`src/rtl/icap_pkg.sv`:
```
`timescale 1ns/1ps
package icap_pkg;
    localparam int BUS_W  = 8;
    localparam int ADDR_W = 2;

    typedef enum logic [ADDR_W-1:0] {
        SEL_STATUS = 2'd0,
        SEL_CAP_HI = 2'd1,
        SEL_CAP_LO = 2'd2,
        SEL_SPARE  = 2'd3
    } reg_sel_e;

    typedef struct packed {
        logic rd_status;
        logic rd_hi;
        logic rd_lo;
    } bus_rd_t;

    function automatic bus_rd_t decode_rd(input logic strobe, input logic [ADDR_W-1:0] addr);
        bus_rd_t r;
        r.rd_status = strobe && (reg_sel_e'(addr) == SEL_STATUS);
        r.rd_hi     = strobe && (reg_sel_e'(addr) == SEL_CAP_HI);
        r.rd_lo     = strobe && (reg_sel_e'(addr) == SEL_CAP_LO);
        return r;
    endfunction
endpackage

```
`src/rtl/icap_timebase.sv`:
```
`timescale 1ns/1ps
module icap_timebase #(
    parameter int CNT_W     = 16,
    parameter int PRESC_DIV = 4,
    parameter logic [CNT_W-1:0] CNT_RST = 16'hFFFC
) (
    input  logic             clk_i,
    input  logic             rst_i,
    output logic             tick_o,
    output logic [CNT_W-1:0] cnt_o
);
    localparam int PW = (PRESC_DIV > 1) ? $clog2(PRESC_DIV) : 1;
    localparam logic [PW-1:0] PLAST = PW'(PRESC_DIV - 1);

    logic [PW-1:0] presc_q;

    assign tick_o = (presc_q == PLAST);

    always_ff @(posedge clk_i) begin
        if (rst_i) begin
            presc_q <= '0;
            cnt_o   <= CNT_RST;
        end else begin
            presc_q <= tick_o ? '0 : presc_q + PW'(1);
            if (tick_o) cnt_o <= cnt_o + CNT_W'(1);
        end
    end

    // the count moves by exactly one on a divider tick
    p_cnt_step_r1: assert property (@(posedge clk_i) disable iff (rst_i)
        tick_o |=> (cnt_o == $past(cnt_o) + CNT_W'(1)));
    // the count is frozen between ticks
    p_cnt_idle_r1: assert property (@(posedge clk_i) disable iff (rst_i)
        !tick_o |=> $stable(cnt_o));
endmodule

```
`src/rtl/icap_edge.sv`:
```
`timescale 1ns/1ps
module icap_edge #(
    parameter int SYNC_STAGES = 2
) (
    input  logic clk_i,
    input  logic rst_i,
    input  logic pin_i,
    input  logic rise_sel_i,
    output logic event_o
);
    logic [SYNC_STAGES-1:0] sync_q;
    logic                   prev_q;
    logic                   cur;

    generate
        if (SYNC_STAGES > 1) begin : g_chain
            always_ff @(posedge clk_i) begin
                if (rst_i) sync_q <= '0;
                else       sync_q <= {sync_q[SYNC_STAGES-2:0], pin_i};
            end
        end else begin : g_single
            always_ff @(posedge clk_i) begin
                if (rst_i) sync_q <= '0;
                else       sync_q <= pin_i;
            end
        end
    endgenerate

    assign cur = sync_q[SYNC_STAGES-1];

    always_ff @(posedge clk_i) begin
        if (rst_i) prev_q <= 1'b0;
        else       prev_q <= cur;
    end

    assign event_o = rise_sel_i ? (cur & ~prev_q) : (~cur & prev_q);
endmodule

```
`src/rtl/icap_hold.sv`:
```
`timescale 1ns/1ps
module icap_hold
    import icap_pkg::*;
#(
    parameter int CNT_W = 16
) (
    input  logic             clk_i,
    input  logic             rst_i,
    input  logic             event_i,
    input  logic [CNT_W-1:0] cnt_i,
    input  bus_rd_t          rd_i,
    output logic [CNT_W-1:0] cap_o,
    output logic             flag_o
);
    logic blocked_q;
    logic armed_q;
    logic cap_we;

    assign cap_we = event_i && !blocked_q && !rd_i.rd_hi;

    // Capture storage is deliberately outside the reset domain
    always_ff @(posedge clk_i) begin
        if (cap_we) cap_o <= cnt_i + CNT_W'(1);
    end

    always_ff @(posedge clk_i) begin
        if (rst_i) begin
            blocked_q <= 1'b0;
            armed_q   <= 1'b0;
            flag_o    <= 1'b0;
        end else begin
            if (rd_i.rd_hi)      blocked_q <= 1'b1;
            else if (rd_i.rd_lo) blocked_q <= 1'b0;

            if (rd_i.rd_lo)                     armed_q <= 1'b0;
            else if (rd_i.rd_status && flag_o)  armed_q <= 1'b1;

            if (cap_we)                         flag_o <= 1'b1;
            else if (rd_i.rd_lo && armed_q)     flag_o <= 1'b0;
        end
    end

    // while blocked and the low byte is not read, the capture value holds
    p_block_hold_r5: assert property (@(posedge clk_i) disable iff (rst_i)
        (blocked_q && !rd_i.rd_lo) |=> $stable(cap_o));
    // an accepted event leaves the flag set
    p_flag_set_r6: assert property (@(posedge clk_i) disable iff (rst_i)
        cap_we |=> flag_o);
    // the flag only falls after an armed low-byte read
    p_flag_fall_r6: assert property (@(posedge clk_i) disable iff (rst_i)
        $fell(flag_o) |-> $past(rd_i.rd_lo && armed_q));
    // the stored value is one past the count seen at the event
    p_capture_plus1_r3: assert property (@(posedge clk_i) disable iff (rst_i)
        cap_we |=> (cap_o == $past(cnt_i) + CNT_W'(1)));
endmodule

```
`src/rtl/icap_unit.sv`:
```
`timescale 1ns/1ps
module icap_unit
    import icap_pkg::*;
#(
    parameter int CNT_W       = 16,
    parameter int PRESC_DIV   = 4,
    parameter int SYNC_STAGES = 2
) (
    input  logic              clk_i,
    input  logic              rst_i,
    input  logic              pin_i,
    input  logic              rise_sel_i,
    input  logic              irq_en_i,
    input  logic              rd_i,
    input  logic [ADDR_W-1:0] addr_i,
    output logic [BUS_W-1:0]  rdata_o,
    output logic              irq_o
);
    logic             tick;
    logic [CNT_W-1:0] cnt;
    logic             evt;
    logic [CNT_W-1:0] cap;
    logic             flag;
    bus_rd_t          rd_dec;

    assign rd_dec = decode_rd(rd_i, addr_i);

    icap_timebase #(.CNT_W(CNT_W), .PRESC_DIV(PRESC_DIV), .CNT_RST(CNT_W'(16'hFFFC))) u_tb (
        .clk_i (clk_i), .rst_i (rst_i), .tick_o (tick), .cnt_o (cnt)
    );

    icap_edge #(.SYNC_STAGES(SYNC_STAGES)) u_edge (
        .clk_i (clk_i), .rst_i (rst_i), .pin_i (pin_i),
        .rise_sel_i (rise_sel_i), .event_o (evt)
    );

    icap_hold #(.CNT_W(CNT_W)) u_hold (
        .clk_i (clk_i), .rst_i (rst_i), .event_i (evt), .cnt_i (cnt),
        .rd_i (rd_dec), .cap_o (cap), .flag_o (flag)
    );

    always_comb begin
        case (reg_sel_e'(addr_i))
            SEL_STATUS: rdata_o = {{(BUS_W-1){1'b0}}, flag};
            SEL_CAP_HI: rdata_o = cap[BUS_W +: BUS_W];
            SEL_CAP_LO: rdata_o = cap[0 +: BUS_W];
            default:    rdata_o = '0;
        endcase
    end

    assign irq_o = flag & irq_en_i;

    // a request is raised only with the enable set
    p_irq_gate_r7: assert property (@(posedge clk_i) disable iff (rst_i)
        !irq_en_i |-> !irq_o);

    logic unused_tick;
    assign unused_tick = tick;
endmodule

```
`config.mk`:
```
export PLATFORM = sky130hd
export DESIGN_NAME = icap_unit
export DESIGN_NICKNAME = d
export VERILOG_FILES = /design/src/rtl/icap_pkg.sv /design/src/rtl/icap_timebase.sv /design/src/rtl/icap_edge.sv /design/src/rtl/icap_hold.sv /design/src/rtl/icap_unit.sv
export SDC_FILE = /design/constraint.sdc
export NUM_CORES = 1
export LEC_CHECK = 0
export ABC_AREA = 1
export ABC_CLOCK_PERIOD_IN_PS = 2100
export BUFFER_PORTS_ARGS = -buffer_cell sky130_fd_sc_hd__clkbuf_2
export CAP_MARGIN = 15
export CELL_PAD_IN_SITES_DETAIL_PLACEMENT = 0
export CELL_PAD_IN_SITES_GLOBAL_PLACEMENT = 1
export CORE_MARGIN = 2
export CORE_UTILIZATION = 32
export DETAILED_ROUTE_END_ITERATION = 6
export PLACE_DENSITY = 0.66
export SKIP_LAST_GASP = 1
export SYNTH_ARGS = -nofsm -noshare
export SYNTH_HDL_FRONTEND = slang
export SYNTH_HIERARCHICAL = 1
export SYNTH_SLANG_ARGS = --single-unit
```
`constraint.sdc`:
```
create_clock -name clk_i -period 2.1 [get_ports clk_i]
set_clock_uncertainty 0.05 [all_clocks]
set_input_delay 0.21 -clock clk_i [delete_from_list [all_inputs] [get_ports clk_i]]
set_output_delay 0.21 -clock clk_i [all_outputs]
set_load 0.05 [all_outputs]
```
==> impl_metrics.env, run 1 <==
export IMPL_status="complete, no violations"
export IMPL_die_area_um2=7160
export IMPL_start_util_pct=33.0
export IMPL_wl_per_cell_um=11.1
export IMPL_setup_viol=0
export IMPL_hold_ws_ns=0.0578
export IMPL_whs_path_depth=3
export IMPL_startpoint_type="register"
export IMPL_reg2reg_to="u_hold/cap_o[14]"
export IMPL_layout_setup_ws_ns=0.555
export IMPL_clock_sinks=40
export IMPL_yosys_warnings=6
export IMPL_n_fill_cell=700
export IMPL_crit_start="u_tb/cnt_o[0]"
export IMPL_hold_path_end="u_edge/sync_q[0]"
export IMPL_netlist_area_um2=2080
export IMPL_grt_pass1_wl_um=7210
export IMPL_drive_above_1_share_pct=15.7
export IMPL_layout_commonest_cell="nand2_1"
export IMPL_regToRegSetupSlack_ns=0.55
export IMPL_synthTopCellsByArea="dfxtp_1 23%, edfxtp_1 23%, nand2_1 13%"
export IMPL_crit_required_ns=2.09
export IMPL_port_buffers=16
export IMPL_hold_viol_final=0
export IMPL_grt_pass1_vias=1554
export IMPL_num_vias=1668
export IMPL_final_cell_mix="74 x nand2_1, 33 x inv_1, 24 x nand3_1, 24 x nor2_1, 24 x dfxtp_1"
export IMPL_yosysTopAreaCell="dfxtp_1"
export IMPL_ys_ff_latch=40
export IMPL_core_area_um2=6310
export IMPL_cts_clk_slew_worst_paths_ns=0.07
export IMPL_dp_slack_ns=0.555
export IMPL_drt_pre_antenna_iters=4
export IMPL_die_height_um=84.6
export IMPL_synth_top_area_share_pct=23.1
export IMPL_vias_per_cell=4.51
export IMPL_syn_nets=282
export IMPL_areaGrowthSynthToFinish_pct=11.6
export IMPL_crit_fanout=7
export IMPL_globalRouteTotalUtil_pct=12.7
export IMPL_crit_path_end_kind="register"
export IMPL_cts_tree="done"
export IMPL_fmax_ghz=0.647
export IMPL_ios=17
export IMPL_vdd_ir_drop_max_mv=0.270
export IMPL_rr_startpoint="u_tb/cnt_o[0]"
export IMPL_drc=0
export IMPL_wl_met3_um=158
export IMPL_wl_um=4090
export IMPL_slew_violations=0
export IMPL_clock_path_buffers=2
export IMPL_highest_layer="met4"
export IMPL_wl_met2_um=1900
export IMPL_relSlewSlack_pct=60.7
export IMPL_avgSynthCellArea_um2=7.68
export IMPL_met1_length_um=1970
export IMPL_rsz0062_at_grt="false"
export IMPL_drtAntennaViolNets=0
export IMPL_die_x_um=84.6
export IMPL_finalNetCount=303
export IMPL_cts_root_buf="clkbuf_8"
export IMPL_p_per_area_nw_per_um2=626
export IMPL_ctsResizeCount=0
export IMPL_diodes=0
export IMPL_antenna_found_initial=0
export IMPL_hold_path_class="in -> reg"
export IMPL_dp_hpwl_um=3130
export IMPL_rows=29
export IMPL_cp_arrival_ns=1.53
export IMPL_crit_type="reg -> reg"
export IMPL_setup_tns_ns=0
export IMPL_post_cts_buffers=0
export IMPL_place_congestion=0.756
export IMPL_min_period_over_period_pct=73.6
export IMPL_grt_max_degree=17
export IMPL_numCtsBuffers=5
export IMPL_synth_ff_type="dfxtp_1"
export IMPL_tightestPinTransition_ns=0.589
export IMPL_synth_edff_count=16
export IMPL_drt_iter0_drc=58
export IMPL_async_reset_ff_share_pct=0
export IMPL_p_leak_nw=1.16
export IMPL_synth_distinct_cells=25
export IMPL_hold_path_startpoint="pin_i"
export IMPL_final_min_clock_period_ns=1.55
export IMPL_syn_inst=271
export IMPL_cts_hold_buf=0
export IMPL_drv_cap=0
export IMPL_grt_overflow_total=0
export IMPL_r2r_worst_path_cells=6
export IMPL_insertion_delay_ns=0.29
export IMPL_cts_htree_levels=2
export IMPL_ys_seq_area_share_pct=46.2
[routing by layer]
metal | global-route usage (%) | vias to the layer above
met2 | 21.0 | 20
li1 | - | 917
met5 | 0 | -
met3 | 3.24 | 6
met1 | 15.8 | 725
met4 | 4.76 | 0
[critical path, stage by stage, from the launching register on]
cell     delay, ns
dfxtp_1       0.45
ha_1          0.24
nand3_2       0.12
nor2_1        0.22
nand3_1       0.10
nand2_1       0.07
nand2_1       0.05
[final cells by class]
class | instances | area [um2] | share of cell area, %
clock inverter | 1 | 5.00 | 0.216
tap | 77 | 96.3 | 4.15
timing repair buffer | 16 | 80.1 | 3.45
multi-input combinational | 192 | 965 | 41.5
inverter | 37 | 139 | 5.98
sequential | 40 | 961 | 41.4
clock buffer | 7 | 76.3 | 3.29
[logic make-up (layout without fill, tap and decap cells)]
family                     count (synthesis)  after routing  share of synthesized area [%]
and+or+nand+nor                          157            157                           35.4
xor gates and xnor gates                   8              8                           3.37
AOI/OAI and AO/OA                         24             24                           5.77
adders and majority gates                  3              3                           1.80
buffers and inverters                     39             61                           7.46
DFF                                       40             40                           46.2
[synthesized netlist by cell type (2+ instances only)]
cell type,count
nor2_2,7
edfxtp_1,16
nand2_1,74
o21ai_0,11
nor2_1,24
nand2_2,7
a21oi_1,8
xor2_1,3
inv_1,33
o21ai_1,5
xnor2_1,5
nand3_1,24
nor3_1,4
ha_1,3
nor2_4,5
nand3_2,2
dfxtp_1,24
nand4_1,7
inv_2,3
[power by group]
part	switching, mW	internal [mW]
Combinational	0.104	0.0385
Clock	0.250	0.233
Sequential	0.00991	0.819
[state kept, by name, indices dropped and copies added, names as in the netlist]
register	count
u_hold/cap_o	16
u_hold/armed_q	1
u_tb/presc_q	2
u_hold/flag_o	1
u_tb/cnt_o	16
u_edge/sync_q	2
u_edge/prev_q	1
u_hold/blocked_q	1
[worst max-delay path by stage]
stage,end,slack [ns],depth (start not counted)
floorplan,u_hold/cap_o[14],0.71,6
global placement,u_hold/cap_o[15],0.56,6
detailed placement,u_hold/cap_o[15],0.55,6
CTS,u_hold/cap_o[14],0.55,6
global route,u_hold/cap_o[14],0.43,6
finish,u_hold/cap_o[14],0.55,6
[through the flow]
stage	util (%)	cell area, um2	power (mW)	std cells
detailed placement	35.5	2240	0.993	362
CTS	36.8	2320	1.48	370
global placement	35.5	2240	0.992	362
finish	36.8	2320	1.45	370
global route	36.8	2320	1.52	370
floorplan	-	2080	0.956	271
Note: power is estimated with default switching activity, not from simulation.
==> run 2: changes to the inputs <==
--- a/config.mk
+++ b/config.mk
@@ -6,7 +6,7 @@
 export NUM_CORES = 1
 export LEC_CHECK = 0
 export ABC_AREA = 1
-export ABC_CLOCK_PERIOD_IN_PS = 2100
+export ABC_CLOCK_PERIOD_IN_PS = 1200
 export BUFFER_PORTS_ARGS = -buffer_cell sky130_fd_sc_hd__clkbuf_2
 export CAP_MARGIN = 15
 export CELL_PAD_IN_SITES_DETAIL_PLACEMENT = 0
@@ -14,7 +14,7 @@
 export CORE_MARGIN = 2
 export CORE_UTILIZATION = 32
 export DETAILED_ROUTE_END_ITERATION = 6
-export PLACE_DENSITY = 0.66
+export PLACE_DENSITY = 0.68
 export SKIP_LAST_GASP = 1
 export SYNTH_ARGS = -nofsm -noshare
 export SYNTH_HDL_FRONTEND = slang
==> constraint.sdc (replaced) <==
create_clock -name clk_i -period 1.2 [get_ports clk_i]
set_clock_uncertainty 0.05 [all_clocks]
set_input_delay 0.12 -clock clk_i [delete_from_list [all_inputs] [get_ports clk_i]]
set_output_delay 0.12 -clock clk_i [all_outputs]
set_load 0.05 [all_outputs]
==> impl_metrics.env, run 2 (synthesis results as in run 1) <==
export IMPL_finalNonFillerCells=424
export IMPL_vias_per_cell=4.51
export IMPL_wl_per_cell_um=10.9
export IMPL_rr_startpoint="u_tb/cnt_o[0]"
export IMPL_insertion_delay_ns=0.29
export IMPL_place_congestion=0.864
export IMPL_place_inst=409
export IMPL_p_int_mw=2.18
export IMPL_switching_power_mw=0.699
export IMPL_startpoint_type="register"
export IMPL_drc=0
export IMPL_grt_overflow_total=0
export IMPL_total_power_mw=2.88
export IMPL_die_x_um=84.6
export IMPL_ios=17
export IMPL_relSlewSlack_pct=78.7
export IMPL_crit_slowest_cell="dfxtp_4"
export IMPL_vdd_ir_drop_max_mv=0.548
export IMPL_dp_hpwl_um=3470
export IMPL_regToRegSetupSlack_ns=-0.08
export IMPL_grt_max_degree=17
export IMPL_critical_path_top_delay_family="simple AND/OR/NAND/NOR gates"
export IMPL_whs_path_depth=3
export IMPL_reg_top3="u_hold/cap_o: 16 flops, u_tb/cnt_o: 16 flops"
export IMPL_final_seq_area_um2=1010
export IMPL_die_area_um2=7160
export IMPL_num_vias=1911
export IMPL_die_height_um=84.6
export IMPL_areaGrowthSynthToFinish_pct=49.1
export IMPL_cts_root_buf="clkbuf_8"
export IMPL_drt_pre_antenna_iters=4
export IMPL_cts_htree_levels=2
export IMPL_n_fill_cell=622
export IMPL_drt_iter0_drc=36
export IMPL_start_util_pct=33.0
export IMPL_tightestPinTransition_ns=0.318
export IMPL_port_buffers=16
export IMPL_postLayoutCoreUtil_pct=49.1
export IMPL_slew_violations=0
export IMPL_swShare_pct=24.3
export IMPL_grt_pass1_wl_um=7940
export IMPL_clock_path_buffers=2
export IMPL_hold_path_startpoint="rst_i"
export IMPL_p_leak_nw=1.46
export IMPL_layout_commonest_cell="nand2_1"
export IMPL_status="finished with violations"
export IMPL_hold_path_class="in -> reg"
export IMPL_crit_fanout=7
export IMPL_antenna_found_initial=0
export IMPL_min_period_over_period_pct=107
export IMPL_finalNetCount=357
export IMPL_rows=29
export IMPL_reg2reg_to="u_tb/cnt_o[10]"
export IMPL_failed_checks="negative setup slack"
export IMPL_wl_um=4640
export IMPL_pwr_share_comb_pct=12.5
export IMPL_hold_viol_final=0
export IMPL_multi_input_area_um2=1170
export IMPL_final_min_clock_period_ns=1.28
export IMPL_diodes=0
export IMPL_r2r_worst_path_cells=6
export IMPL_numCtsBuffers=5
export IMPL_crit_chain="ha_4 -> nand3_4 -> nor2_4 -> nand2_2 -> or2_0 -> nand3_1"
export IMPL_p_per_area_nw_per_um2=929
export IMPL_clock_sinks=40
export IMPL_globalRouteTotalUtil_pct=13.9
export IMPL_layout_setup_ws_ns=-0.0780
export IMPL_max_stage_delay_ns=0.41
export IMPL_crit_required_ns=1.38
export IMPL_drive_above_1_share_pct=44.1
export IMPL_cts_clk_slew_worst_paths_ns=0.08
export IMPL_hold_path_end="u_hold/flag_o"
export IMPL_setup_viol=23
export IMPL_core_area_um2=6310
export IMPL_p_seq_share_pct=50.2
export IMPL_rsz0062_at_grt="true"
export IMPL_crit_buf_inv=0
export IMPL_fmax_ghz=0.782
export IMPL_cts_tree="done"
export IMPL_crit_type="reg -> reg"
export IMPL_grt_pass1_vias=1767
export IMPL_drtAntennaViolNets=0
export IMPL_final_cell_mix="67 x nand2_1, 52 x buf_4, 28 x inv_1"
export IMPL_drv_cap=0
export IMPL_cp_arrival_ns=1.45
export IMPL_clkPwrFrac_pct=37.3
export IMPL_crit_path_end_kind="register"
## run 2: metal layers
| metal | GRT usage [%] | vias to the layer above | wire (um) |
|---|---|---|---|
| li1 | - | 1026 | - |
| met1 | 16.7 | 859 | 2090 |
| met2 | 24.3 | 21 | 2370 |
| met3 | 2.65 | 5 | 100 |
| met4 | 5.63 | 0 | 80 |
| met5 | 0 | - | 0 |
## run 2: stage by stage
| step | hold slack (ns) | instance area (um2) | setup TNS (ns) | setup slack [ns] |
|---|---|---|---|---|
| floorplan | 0.139 | 2160 | -0.0278 | -0.0221 |
| global placement | 0.267 | 2680 | -2.41 | -0.127 |
| detailed placement | 0.274 | 2680 | -2.87 | -0.144 |
| CTS | 0.175 | 2920 | -0.552 | -0.0797 |
| global route | 0.202 | 3100 | -3.20 | -0.177 |
| finish | 0.180 | 3100 | -0.654 | -0.0780 |
## run 2: tightest hold or removal path, stage by stage
cell	delay [ns]
clkbuf_2	0.09
buf_4	0.21
a21oi_1	0.06
## run 2: cell type report
cell class	instances	share of cell area, %
inverters	37	4.76
clock buffers	6	2.34
repair buffers	70	18.5
multi-input cells	192	37.6
clock inverters	2	1.13
flip-flops and latches	40	32.6
well taps	77	3.11
## run 2: worst max-delay path by stage
stage / startpoint / endpoint / slack, ns / cells past startpoint
after CTS: u_tb/cnt_o[0] / u_tb/cnt_o[6] / -0.08 / 6
after detailed placement: u_tb/presc_q[0] / u_tb/cnt_o[10] / -0.14 / 6
after global placement: u_tb/cnt_o[2] / u_hold/cap_o[11] / -0.13 / 7
after floorplan: u_tb/cnt_o[0] / u_hold/cap_o[10] / -0.02 / 6
final: u_tb/cnt_o[0] / u_tb/cnt_o[10] / -0.08 / 6
after global routing: u_tb/cnt_o[0] / u_tb/cnt_o[6] / -0.18 / 6
## run 2: power groups by stage
stage          sequential, mW  clock [mW]  combinational [mW]
2_1_floorplan            1.48           0               0.199
3_3_place_gp             1.49           0               0.297
3_5_place_dp             1.49           0               0.300
4_1_cts                  1.45        1.11               0.329
5_1_grt                  1.45        1.17               0.393
6_report                 1.45        1.08               0.359
## run 2: what timing repair did
action | CTS | global route
resized for setup | 39 | 46
hold buffers | 1 | 0
setup buffers | 0 | 5
cloned | 0 | 1
endpoints found under the setup margin | 32 | 49
endpoints found under the hold margin | 1 | 0
pin swaps | 9 | 22
==> run 3: changes to the inputs <==
--- a/config.mk
+++ b/config.mk
@@ -5,7 +5,6 @@
 export SDC_FILE = /design/constraint.sdc
 export NUM_CORES = 1
 export LEC_CHECK = 0
-export ABC_AREA = 1
 export ABC_CLOCK_PERIOD_IN_PS = 1200
 export BUFFER_PORTS_ARGS = -buffer_cell sky130_fd_sc_hd__clkbuf_2
 export CAP_MARGIN = 15
@@ -14,7 +13,7 @@
 export CORE_MARGIN = 2
 export CORE_UTILIZATION = 32
 export DETAILED_ROUTE_END_ITERATION = 6
-export PLACE_DENSITY = 0.68
+export PLACE_DENSITY = 0.64
 export SKIP_LAST_GASP = 1
 export SYNTH_ARGS = -nofsm -noshare
 export SYNTH_HDL_FRONTEND = slang
==> impl_metrics.env, run 3 <==
export IMPL_failed_checks="negative setup slack"
export IMPL_setup_viol=49
export IMPL_cts_tree="done"
export IMPL_wl_um=4160
export IMPL_status="finished with violations"
export IMPL_total_power_mw=2.82
export IMPL_die_area_um2=6720
export IMPL_wl_per_cell_um=12.8
export IMPL_ios=17
export IMPL_synth_ff_type="dfxtp_1"
export IMPL_cts_htree_levels=2
export IMPL_layout_commonest_cell="buf_4"
export IMPL_final_min_clock_period_ns=1.39
export IMPL_yosys_top_cells_count="24 x dfxtp_1, 16 x edfxtp_1, 11 x xnor2_1, 11 x xor2_1"
export IMPL_syn_inst=178
export IMPL_slew_violations=0
export IMPL_pwr_share_comb_pct=11.2
export IMPL_clock_sinks=40
export IMPL_n_fill_cell=546
export IMPL_grt_overflow_total=0
export IMPL_place_area_um2=2640
export IMPL_clkPwrFrac_pct=37.6
export IMPL_hold_path_class="in -> reg"
export IMPL_hold_viol_final=0
export IMPL_drt_iter0_drc=34
export IMPL_crit_fanout=7
export IMPL_numCtsBuffers=5
export IMPL_grt_pass1_vias=1552
export IMPL_num_vias=1554
export IMPL_synth_top_area_share_pct=24.7
export IMPL_dp_slack_ns=-0.192
export IMPL_cp_arrival_ns=1.51
export IMPL_setup_tns_ns=-5.35
export IMPL_drv_cap=0
export IMPL_design_area_um2=3020
export IMPL_p_leak_nw=1.17
export IMPL_rows=28
export IMPL_synth_distinct_cells=38
export IMPL_crit_required_ns=1.32
export IMPL_vdd_ir_drop_max_mv=0.582
export IMPL_place_inst=308
export IMPL_grt_max_degree=20
export IMPL_drive_above_1_share_pct=50.2
export IMPL_swShare_pct=22.3
export IMPL_finalNetCount=259
export IMPL_globalRouteTotalUtil_pct=13.5
export IMPL_core_area_um2=5890
export IMPL_finalNonFillerCells=324
export IMPL_relSlewSlack_pct=77.3
export IMPL_antenna_found_initial=0
export IMPL_ys_seq_area_share_pct=49.4
export IMPL_crit_path_end_kind="register"
export IMPL_yosysTopAreaCell="dfxtp_1"
export IMPL_yosys_warnings=6
export IMPL_vias_per_cell=4.80
export IMPL_ys_ff_latch=40
export IMPL_die_x_um=82.0
export IMPL_diodes=0
export IMPL_p_seq_share_pct=51.2
export IMPL_fmax_ghz=0.718
export IMPL_p_per_area_nw_per_um2=932
export IMPL_avgSynthCellArea_um2=10.9
export IMPL_min_period_over_period_pct=116
export IMPL_tightestPinTransition_ns=0.340
export IMPL_die_height_um=82.0
export IMPL_cts_clk_slew_worst_paths_ns=0.08
export IMPL_reg_top3="u_hold/cap_o: 16 flops, u_tb/cnt_o: 16 flops"
export IMPL_grt_pass1_wl_um=6910
export IMPL_synth_edff_count=16
export IMPL_drtAntennaViolNets=0
export IMPL_clock_path_buffers=2
export IMPL_synth_most_common_cell="dfxtp_1"
export IMPL_dp_hpwl_um=3140
export IMPL_port_buffers=16
export IMPL_rsz0062_at_grt="true"
export IMPL_insertion_delay_ns=0.28
export IMPL_netlist_area_um2=1950
export IMPL_synthTopCellsByArea="dfxtp_1 25%, edfxtp_1 25%, xnor2_1 5.0%"
export IMPL_p_int_mw=2.19
export IMPL_cts_root_buf="clkbuf_8"
export IMPL_startpoint_type="register"
export IMPL_async_reset_ff_share_pct=0
export IMPL_final_cell_mix="41 x buf_4, 16 x edfxtp_1, 11 x xor2_1"
export IMPL_syn_nets=189
export IMPL_crit_type="reg -> reg"
export IMPL_drc=0
export IMPL_areaGrowthSynthToFinish_pct=55.2
export IMPL_drt_pre_antenna_iters=4
export IMPL_layout_setup_ws_ns=-0.193
export IMPL_start_util_pct=33.1
export IMPL_switching_power_mw=0.629
export IMPL_place_congestion=0.727
-- run 3: changes by cell type in the layout (fill, tap and decap cells not counted), moves of 9 or more --
cell and delta:
xor2_1 +9, nand3_1 -11, nand2_1 -59, nand2_2 -11, inv_1 -23, buf_4 -11
nor2_1 -12
-- run 3: layout make-up --
class | count | area [um2] | area share (%)
clock buffers | 6 | 72.6 | 2.40
multi-input cells | 128 | 1170 | 38.8
well taps | 75 | 93.8 | 3.11
flip-flops and latches | 40 | 1000 | 33.2
repair buffers | 68 | 626 | 20.7
clock inverters | 2 | 35.0 | 1.16
inverters | 5 | 18.8 | 0.621
-- run 3: metrics by stage --
step,util [%],hold WS (ns)
finish,51.3,0.195
CTS,49.6,0.186
detailed placement,44.8,0.290
global route,51.3,0.189
floorplan,-,0.142
global placement,44.8,0.281
-- run 3: routing by layer --
layer / global-route usage [%] / share of wire (%)
met4: 5.00 / 1.2
met2: 23.6 / 51
met3: 3.41 / 2.9
met1: 15.8 / 45
met5: 0 / 0
-- run 3: power by group through the flow --
| stage | Sequential (mW) | Clock [mW] | Combinational [mW] |
|---|---|---|---|
| after floorplan | 1.47 | 0 | 0.183 |
| after global placement | 1.47 | 0 | 0.254 |
| after detailed placement | 1.47 | 0 | 0.259 |
| after CTS | 1.44 | 1.10 | 0.302 |
| after global routing | 1.44 | 1.16 | 0.340 |
| final | 1.44 | 1.06 | 0.316 |
-- run 3: final timing paths --
path / startpoint / endpoint / slack, ns / cells after the start
max: u_tb/cnt_o[0] / u_tb/cnt_o[6] / -0.19 / 4
min reg2reg: u_tb/presc_q[0] / u_tb/presc_q[0] / 0.39 / 1
max reg2reg: u_tb/cnt_o[0] / u_tb/cnt_o[6] / -0.19 / 4
min: rd_i / u_hold/armed_q / 0.20 / 3
-- run 3: what timing repair did --
| action | in CTS | in global routing |
|---|---|---|
| resized for setup | 34 | 20 |
| pin swaps | 15 | 10 |
| hold endpoints to repair | 1 | 0 |
| setup buffers | 2 | 7 |
| setup endpoints to repair | 51 | 52 |
| hold buffers | 1 | 0 |
| cloned | 0 | 0 |
-- run 3: critical path: stages (launching register included) --
cell and delay, ns:
dfxtp_4 0.40, ha_4 0.16, nand4_4 0.16, o21ai_1 0.17, or3b_1 0.34
-- run 3: kinds of logic after synthesis --
| kind of cell | after synthesis | share of synthesized area (%) |
|---|---|---|
| AO/OA/AOI/OAI | 25 | 9.71 |
| flip-flops | 40 | 49.4 |
| buffers and inverters | 10 | 2.57 |
| AND/OR/NAND/NOR | 76 | 25.5 |
| adder cells (fa/ha/maj) | 3 | 1.93 |
| multiplexers | 2 | 1.03 |
| XOR/XNOR | 22 | 9.90 |
